<file path="src/rtl/zr_pkg.sv">
package zr_pkg;
    localparam int ZR_CODE_W = 8;
    typedef logic [ZR_CODE_W-1:0] zr_code_t;

    typedef struct packed {
        logic     last;
        zr_code_t code;
    } zr_emit_t;
endpackage

</file>
<file path="src/rtl/zr_run_counter.sv">
module zr_run_counter
    import zr_pkg::*;
(
    input  logic     clk,
    input  logic     rst,
    input  logic     take_i,
    input  logic     bit_i,
    input  logic     last_i,
    output logic     emit_o,
    output zr_emit_t emit_data_o
);
    localparam zr_code_t SAT_CODE = '1;
    localparam zr_code_t SAT_EDGE = SAT_CODE - zr_code_t'(1);

    typedef struct packed {
        zr_code_t cnt;
    } cnt_state_t;

    cnt_state_t st_d, st_q;

    always_comb begin
        st_d        = st_q;
        emit_o      = 1'b0;
        emit_data_o = '0;
        if (take_i) begin
            if (bit_i) begin
                emit_o           = 1'b1;
                emit_data_o.code = st_q.cnt;
                emit_data_o.last = last_i;
                st_d.cnt         = '0;
            end else if (st_q.cnt == SAT_EDGE || last_i) begin
                // run saturated, or stream closed on pending zeros
                emit_o           = 1'b1;
                emit_data_o.code = SAT_CODE;
                emit_data_o.last = last_i;
                st_d.cnt         = '0;
            end else begin
                st_d.cnt = st_q.cnt + zr_code_t'(1);
            end
        end
    end

    always_ff @(posedge clk) begin
        if (rst) st_q <= '0;
        else     st_q <= st_d;
    end
endmodule

</file>
<file path="src/rtl/zr_out_slot.sv">
module zr_out_slot
    import zr_pkg::*;
(
    input  logic     clk,
    input  logic     rst,
    input  logic     load_i,
    input  zr_emit_t load_data_i,
    input  logic     pop_i,
    output logic     valid_o,
    output zr_emit_t data_o,
    output logic     room_o
);
    typedef struct packed {
        logic     valid;
        zr_emit_t data;
    } slot_t;

    slot_t sl_d, sl_q;

    always_comb begin
        sl_d   = sl_q;
        room_o = !sl_q.valid || pop_i;
        if (sl_q.valid && pop_i) sl_d.valid = 1'b0;
        if (load_i) begin
            sl_d.valid = 1'b1;
            sl_d.data  = load_data_i;
        end
    end

    always_ff @(posedge clk) begin
        if (rst) sl_q <= '0;
        else     sl_q <= sl_d;
    end

    assign valid_o = sl_q.valid;
    assign data_o  = sl_q.data;
endmodule

</file>
<file path="src/rtl/zrle_encoder.sv">
module zrle_encoder
    import zr_pkg::*;
(
    input  logic                 clk,
    input  logic                 rst,
    input  logic                 in_valid,
    output logic                 in_ready,
    input  logic                 in_bit,
    input  logic                 in_last,
    output logic                 out_valid,
    input  logic                 out_ready,
    output logic [ZR_CODE_W-1:0] out_code,
    output logic                 out_last
);
    logic     take, emit, room;
    zr_emit_t emit_data, slot_data;

    assign take     = in_valid && room;
    assign in_ready = room;

    zr_run_counter u_cnt (
        .clk         (clk),
        .rst         (rst),
        .take_i      (take),
        .bit_i       (in_bit),
        .last_i      (in_last),
        .emit_o      (emit),
        .emit_data_o (emit_data)
    );

    zr_out_slot u_slot (
        .clk         (clk),
        .rst         (rst),
        .load_i      (emit),
        .load_data_i (emit_data),
        .pop_i       (out_ready),
        .valid_o     (out_valid),
        .data_o      (slot_data),
        .room_o      (room)
    );

    assign out_code = slot_data.code;
    assign out_last = slot_data.last;
endmodule

</file>
<file path="config.mk">
export PLATFORM = sky130hd
export DESIGN_NAME = zrle_encoder
export DESIGN_NICKNAME = d
export VERILOG_FILES = /design/src/rtl/zr_pkg.sv /design/src/rtl/zr_run_counter.sv /design/src/rtl/zr_out_slot.sv /design/src/rtl/zrle_encoder.sv
export SDC_FILE = /design/constraint.sdc
export NUM_CORES = 1
export LEC_CHECK = 0
export ABC_AREA = 1
export ABC_CLOCK_PERIOD_IN_PS = 1900
export BUFFER_PORTS_ARGS = -buffer_cell sky130_fd_sc_hd__buf_4
export CELL_PAD_IN_SITES_DETAIL_PLACEMENT = 1
export CELL_PAD_IN_SITES_GLOBAL_PLACEMENT = 1
export CORE_MARGIN = 2
export CORE_UTILIZATION = 35
export CTS_CLUSTER_DIAMETER = 100
export DETAILED_ROUTE_END_ITERATION = 7
export GPL_ROUTABILITY_DRIVEN = 1
export PLACE_DENSITY_LB_ADDON = 0.05
export SKIP_LAST_GASP = 1
export SYNTH_ARGS = -nofsm -noshare
export SYNTH_HDL_FRONTEND = slang
export SYNTH_HIERARCHICAL = 1
export SYNTH_SLANG_ARGS = --single-unit
</file>
<file path="constraint.sdc">
create_clock -name clk -period 1.9 [get_ports clk]
set_input_delay 0.38 -clock clk [delete_from_list [all_inputs] [get_ports clk]]
set_output_delay 0.38 -clock clk [all_outputs]
set_load 0.05 [all_outputs]
</file>
### After elaboration in Yosys (flattened, before gate mapping)

Index checks and enable logic that the tools add are counted.
W data, S select, Z words.

* reductions and logical operators: 6
* multiplexer cells: 10
* add/sub/neg operators: 1
* eq/ne operators: 1

Operators with widths (number)
* $mux W9: 3
* $mux W8: 2
* $mux W10: 1
* $add A8 B1 Y8 const B: 1
* $eq A8 B8 Y1 const B: 1
* $mux W1: 4
* $logic_and A1 B1 Y1: 2
* $logic_or A1 B1 Y1: 2
* $reduce_bool A2 Y1: 1
* $logic_not A1 Y1: 1

* register bits: 18
* bits of input ports: 6
* word-level logic and storage cells: 22
* output and inout port bits: 11

### Logic depth before layout (Yosys ltp)

Gate-level depths: netlist of the first run.

* depth in word-level cells: 6
* depth in mapped cells: 12

### Hierarchy

Netlist of the first run, hierarchy kept.

Modules (own cells, without submodules)
* zr_run_counter: sequential area each 160.2 um^2, area each 529.3 um^2, times used 1, cells each 83
* zr_out_slot: sequential area each 200.2 um^2, area each 352.8 um^2, times used 1, cells each 43
* zrle_encoder: sequential area each 0.0 um^2, area each 7.5 um^2, times used 1, cells each 2

### Worst setup path after synthesis of the first run

OpenSTA, ideal clock, no wires.

* path kind: reg-to-reg
* start: reg u_slot.sl_q (netlist bit u_slot/valid_o)
* end: reg u_slot.sl_q (netlist bit u_slot/data_o[0])
* stages on the path, launching flop included: 10
* slack: -0.101 ns
* period minus slack after synthesis: 2.001 ns
* arrival time: 1.885 ns
* data required time: 1.783 ns
* buffers on the path: 2
* setup time: 0.117 ns
* cells stage by stage: dfxtp_1 nand2_1 nand2_1 inv_1 buf_6 nand2_4 inv_1 buf_6 o21ai_0 nor2_1

* cells in the longest elaborated chain, start to end: 4
* elaborated cells on any way between the ends: 5

Ends and longest elaborated chain
* start, declared: RTL line zr_out_slot.sv:18 `slot_t sl_d, sl_q;`
* start signal, assigned: RTL line zr_out_slot.sv:32 `else sl_q <= sl_d;`
* $logic_not A1 Y1: RTL line zr_out_slot.sv:22 `room_o = !sl_q.valid || pop_i;`
* $logic_or A1 B1 Y1: RTL line zr_out_slot.sv:22
* net in_ready: RTL line zrle_encoder.sv:7 `output logic in_ready,`
* $logic_and A1 B1 Y1: RTL line zrle_encoder.sv:18 `assign take = in_valid && room;`
* net take: RTL line zrle_encoder.sv:15 `logic take, emit, room;`
* $mux W1: RTL line zr_run_counter.sv:25 `if (take_i) begin`
* net emit: RTL line zrle_encoder.sv:15

The timed path passes the listed nets, and every way through them passes these cells.
A chain may end at the register's enable or synchronous reset.

### Final worst setup path of the first run

* start: reg u_cnt/st_q[0] in the netlist's numbering
* end: reg u_slot.sl_q (netlist bit u_slot/data_o[4])

* cells in the longest elaborated chain, start to end: 5
* elaborated cells on any way between the ends: 8

Ends and longest elaborated chain
* start, declared: RTL line zr_run_counter.sv:19 `cnt_state_t st_d, st_q;`
* start signal, assigned: RTL line zr_run_counter.sv:45 `else st_q <= st_d;`
* $eq A8 B8 Y1: RTL line zr_run_counter.sv:31 `end else if (st_q.cnt == SAT_EDGE || last_i) begin`
* $logic_or A1 B1 Y1: RTL line zr_run_counter.sv:31
* $mux W1: RTL line zr_run_counter.sv:31
* $mux W1: RTL line zr_run_counter.sv:26 `if (bit_i) begin`
* $mux W1: RTL line zr_run_counter.sv:25
* net emit: RTL line zrle_encoder.sv:15

The timed path passes the listed nets, and every way through them passes these cells.

==> impl_metrics.env, run 1 <==
export IMPL_outcome="complete, no violations"
export IMPL_io_buffers=16
export IMPL_fmax_ghz=0.595
export IMPL_cp_slowest_stage_delay_ps=360
export IMPL_initialDrtViolationCount=5
export IMPL_ant_nets=0
export IMPL_rows=18
export IMPL_path_max_fanout=10
export IMPL_fp_dieH_um=54.4
export IMPL_area_growth_syn_to_layout_pct=18.3
export IMPL_yosys_area_top_type="dfxtp_1"
export IMPL_p_per_area_nw_per_um2=776
export IMPL_cts_tree="done"
export IMPL_cp_common_cell="nor2_1"
export IMPL_avgSynthCellArea_um2=6.95
export IMPL_final_area_um2=1050
export IMPL_yosysSeqAreaShare_pct=40.5
export IMPL_syn_nets=136
export IMPL_regArea_um2=360
export IMPL_synth_xor_area_share_pct=2.95
export IMPL_synth_area_leaders="dfxtp_1, nor2_1, inv_1"
export IMPL_grt_pass1_wl_um=3670
export IMPL_postSynthCellCount=128
export IMPL_core_um2=2430
export IMPL_cts_sinks=18
export IMPL_crit_buf_inv=3
export IMPL_synth_top_family_by_area="simple AND/OR/NAND/NOR gates"
export IMPL_layout_common_cells="nor2_1, inv_1, dfxtp_1"
export IMPL_cts_setup_buffers=0
export IMPL_wl_per_cell_um=12.1
export IMPL_syn_area_um2=890
export IMPL_grt_ovfl_total=0
export IMPL_path_clk_slew_ps=100
export IMPL_ys_types=17
export IMPL_yosys_area_share_simple_pct=27.7
export IMPL_fin_crit_ps=1680
export IMPL_critPathKind="flop to flop"
export IMPL_initial_core_util_pct=36.6
export IMPL_fin_crit_sh_pct=88.4
export IMPL_ios=17
export IMPL_drv_cap=0
export IMPL_end_kind="flop"
export IMPL_vias=828
export IMPL_min_path_type="input port to flop"
export IMPL_viasPerCell=4.73
export IMPL_tightest_slew_ps=350
export IMPL_synthAdderAreaFrac_pct=2.81
export IMPL_drc_errors=0
export IMPL_path_cells="inv_1 -> ha_1 -> nand2_1 -> nor2_1 -> nand2_1 -> nand2_2 -> nand2_4 -> inv_1 -> inv_6 -> nor2_1 -> nor2_1"
export IMPL_antenna_found_initial=0
export IMPL_p_total_mw=0.816
export IMPL_num_fill_cells=323
export IMPL_cts_resized_gates=0
export IMPL_finalSetupViolations=0
export IMPL_die_area_um2=2960
export IMPL_leakagePower_nw=0.497
export IMPL_clock_path_buffers=2
export IMPL_required_ps=2090
export IMPL_num_nets_final=154
export IMPL_multiInputGateArea_um2=414
export IMPL_peakVddDrop_mv=0.346
export IMPL_track_usage_pct=17.4
export IMPL_drive_gt1_share_pct=19.3
export IMPL_synth_compound_area_share_pct=12.8
export IMPL_crit_path_top_delay_cell="dfxtp_1"
export IMPL_rsz0062_at_grt="no"
export IMPL_fin_worst_skew_ps=0.573
export IMPL_ys_warn_count=6
export IMPL_wl_um=2120
export IMPL_fin_setup_tns_ps=0
export IMPL_antenna_cells_inserted=0
export IMPL_start_kind="flop"
export IMPL_maxSlewHeadroom_pct=76.6
export IMPL_muxShareOfSynthArea_pct=0
export IMPL_ys_ff_latch=18
export IMPL_critical_path_top_delay_family="simple AND/OR/NAND/NOR gates"
export IMPL_cts_max_level=1
export IMPL_grt_pass1_vias=837
export IMPL_final_common_cell="nor2_1"
export IMPL_r2r_setup_slack_ps=220
export IMPL_cts_inserted_buffers=3
export IMPL_maxSlewViolCount=0
export IMPL_root_buffer="clkbuf_4"
export IMPL_dp_hpwl_um=1680
export IMPL_drtPass1Iterations=4
export IMPL_place_area_um2=1020
export IMPL_arrival_ps=1870
export IMPL_routabilityCongestion=0.723
export IMPL_hold_viol_final=0
export IMPL_yosys_area_top_type_share_pct=40.5
export IMPL_hold_buffers=0
export IMPL_die_w_um=54.4
export IMPL_grt_max_degree=11
export IMPL_clk_latency_ps=290
-- metrics by stage --
| step | instances | setup slack [ps] | hold slack, ps | util, % |
|---|---|---|---|---|
| final | 175 | 219 | 248 | 43.3 |
| after CTS | 175 | 206 | 234 | 43.3 |
| after global routing | 175 | 48.7 | 230 | 43.3 |
| after global placement | 171 | 272 | 485 | 41.8 |
| after detailed placement | 171 | 216 | 489 | 41.8 |
| after floorplan | 128 | 63.1 | 442 | - |
-- cell usage after synthesis --
master / count
inv_6: 1
nand2_1: 17
inv_2: 1
o21ai_0: 12
inv_1: 19
o21ai_1: 1
a21oi_2: 1
nand2_2: 2
ha_1: 2
a21oi_1: 8
xor2_1: 2
nand2_4: 2
dfxtp_1: 18
xnor2_1: 1
buf_6: 3
nor2_1: 34
nand3_1: 4
-- worst reg2reg max path, cell delays in order, from the launching register on --
cell	delay, ps
dfxtp_1	360
inv_1	100
ha_1	170
nand2_1	50
nor2_1	80
nand2_1	70
nand2_2	70
nand2_4	90
inv_1	300
inv_6	90
nor2_1	130
nor2_1	70
-- power by group --
group,switching (mW),internal [mW],leakage [nW]
Combinational,0.121,0.0513,0.329
Clock,0.120,0.117,0.0210
Sequential,0.0111,0.396,0.147
Total,0.252,0.564,0.497
-- path summary, 6_finish.rpt --
path,from,to,depth (start not counted)
setup / recovery,u_cnt/st_q[0],u_slot/data_o[4],11
hold / removal,rst,u_slot/valid_o,2
setup reg to reg,u_cnt/st_q[0],u_slot/data_o[4],11
hold reg to reg,u_slot/valid_o,u_slot/valid_o,2
-- cells by family after synthesis --
group | Yosys count
xor+xnor | 3
buf+inv | 24
compound gates | 22
fa+ha+maj | 2
flops | 18
simple gates | 59
-- final cells by class --
type / instances / area share, %
flip-flops and latches: 18 / 34.2
repair buffers: 16 / 11.4
multi-input cells: 86 / 39.4
clock buffers: 4 / 3.45
inverters: 21 / 7.97
well taps: 30 / 3.57
-- layer usage --
metal	GRT usage, %	vias up	share of wire, %
li1	-	425	-
met1	21.7	387	47
met4	6.67	0	0.47
met3	3.83	2	4.9
met5	0	-	0
met2	29.1	14	48
-- sequential cells by signal, summed over array words and instances, names as in the netlist --
signal          count
u_slot/data_o       9
u_slot/valid_o      1
u_cnt/st_q          8
(Power assumes the default switching activity.)
==> inputs of run 2 (changes only) <==
--- a/config.mk
+++ b/config.mk
@@ -15,7 +15,7 @@
 export CTS_CLUSTER_DIAMETER = 100
 export DETAILED_ROUTE_END_ITERATION = 7
 export GPL_ROUTABILITY_DRIVEN = 1
-export PLACE_DENSITY_LB_ADDON = 0.05
+export PLACE_DENSITY = 0.7
 export SKIP_LAST_GASP = 1
 export SYNTH_ARGS = -nofsm -noshare
 export SYNTH_HDL_FRONTEND = slang
==> impl_metrics.env, run 2 (synthesis results as in run 1) <==
export IMPL_required_ps=2090
export IMPL_crit_path_top_delay_cell="dfxtp_1"
export IMPL_final_common_cell="nor2_1"
export IMPL_arrival_ps=1830
export IMPL_p_total_mw=0.823
export IMPL_cp_common_cell="nor2_1"
export IMPL_regArea_um2=360
export IMPL_grt_max_degree=11
export IMPL_critical_path_top_delay_family="simple AND/OR/NAND/NOR gates"
export IMPL_place_area_um2=1020
export IMPL_crit_buf_inv=3
export IMPL_die_area_um2=2960
export IMPL_setup_ws_ps=259
export IMPL_ant_nets=0
export IMPL_antenna_found_initial=0
export IMPL_cts_tree="done"
export IMPL_cts_resized_gates=0
export IMPL_cp_num_cells=11
export IMPL_multiInputGateArea_um2=414
export IMPL_hold_start="rst"
export IMPL_grt_pass1_wl_um=3370
export IMPL_outcome="complete, no violations"
export IMPL_drtPass1Iterations=4
export IMPL_r2r_setup_slack_ps=260
export IMPL_grt_pass1_vias=761
export IMPL_fin_crit_sh_pct=86.4
export IMPL_hold_buffers=0
export IMPL_largest_reg_flops=9
export IMPL_fmax_ghz=0.609
export IMPL_start_kind="flop"
export IMPL_die_w_um=54.4
export IMPL_rsz0062_at_grt="no"
export IMPL_maxSlewHeadroom_pct=78.0
export IMPL_num_nets_final=154
export IMPL_cts_inserted_buffers=3
export IMPL_path_max_fanout=10
export IMPL_vias=794
export IMPL_preCtsSetupSlack_ps=241
export IMPL_cts_max_level=1
export IMPL_layout_common_cells="nor2_1, inv_1, dfxtp_1"
export IMPL_area_growth_syn_to_layout_pct=18.3
export IMPL_drc_errors=0
export IMPL_r2r_start="u_cnt/st_q[0]"
export IMPL_path_cells="inv_1 -> ha_1 -> nand2_1 -> nor2_1 -> nand2_1 -> nand2_2 -> nand2_4 -> inv_1 -> inv_6 -> nor2_1 -> nor2_1"
export IMPL_rows=18
export IMPL_hold_viol_final=0
export IMPL_clock_path_buffers=2
export IMPL_routabilityCongestion=0.785
export IMPL_wl_um=2000
export IMPL_finalSetupViolations=0
export IMPL_fin_crit_ps=1640
export IMPL_io_buffers=16
export IMPL_initial_core_util_pct=36.6
export IMPL_fin_worst_skew_ps=11.4
export IMPL_root_buffer="clkbuf_4"
export IMPL_viasPerCell=4.54
export IMPL_antenna_cells_inserted=0
export IMPL_wl_per_cell_um=11.4
export IMPL_drive_gt1_share_pct=19.3
export IMPL_path_clk_slew_ps=120
export IMPL_grt_ovfl_total=0
export IMPL_dp_hpwl_um=1620
export IMPL_r2r_end="u_slot/data_o[6]"
export IMPL_fin_setup_tns_ps=0
export IMPL_r2r_cells=11
export IMPL_min_path_type="input port to flop"
export IMPL_utilization_pct=43.3
export IMPL_hold_ws_ps=248
export IMPL_ios=17
export IMPL_initialDrtViolationCount=14
export IMPL_clk_latency_ps=290
export IMPL_cts_sinks=18
export IMPL_num_fill_cells=330
export IMPL_p_per_area_nw_per_um2=782
export IMPL_worstHoldEndpoint="u_slot/valid_o"
export IMPL_critPathKind="flop to flop"
export IMPL_final_cells=175
export IMPL_peakVddDrop_mv=0.430
export IMPL_fp_dieH_um=54.4
export IMPL_drv_cap=0
export IMPL_cts_setup_buffers=0
export IMPL_final_area_um2=1050
export IMPL_leakagePower_nw=0.497
export IMPL_cp_slowest_stage_delay_ps=360
export IMPL_maxSlewViolCount=0
export IMPL_tightest_slew_ps=330
export IMPL_dpl_cell_count=171
export IMPL_hold_depth=2
export IMPL_core_um2=2430
export IMPL_track_usage_pct=15.8
export IMPL_end_kind="flop"
==> run 2: worst max-delay path by stage <==
stage	startpoint	to	slack, ps
floorplan	u_slot/valid_o	u_slot/data_o[0]	60
global placement	out_ready	u_slot/data_o[2]	290
detailed placement	out_ready	u_slot/data_o[8]	240
CTS	u_cnt/st_q[0]	u_slot/data_o[8]	240
global route	u_cnt/st_q[0]	u_slot/data_o[4]	60
finish	u_cnt/st_q[0]	u_slot/data_o[6]	260
==> run 2: worst reg2reg max path, delay by kind of cell (launching register included) <==
kind / cells / cell delay (ps)
buf+inv: 3 / 470
fa+ha+maj: 1 / 160
simple gates: 7 / 550
flops: 1 / 360
==> run 2: layout make-up <==
class,instances,share of cell area [%]
repair buffers,16,11.4
multi-input cells,86,39.4
flip-flops and latches,18,34.2
inverters,21,7.97
well taps,30,3.57
clock buffers,4,3.45
==> run 2: layer usage <==
metal / wire length, um / track usage, %
met5: 0 / 0
met4: 12 / 2.50
met3: 70 / 2.46
met2: 878 / 25.7
met1: 1040 / 22.2
==> run 2: power by group <==
part	switching (mW)	internal (mW)	leakage [nW]
Sequential	0.0106	0.396	0.147
Combinational	0.120	0.0511	0.329
Clock	0.128	0.116	0.0210
Total	0.259	0.564	0.497
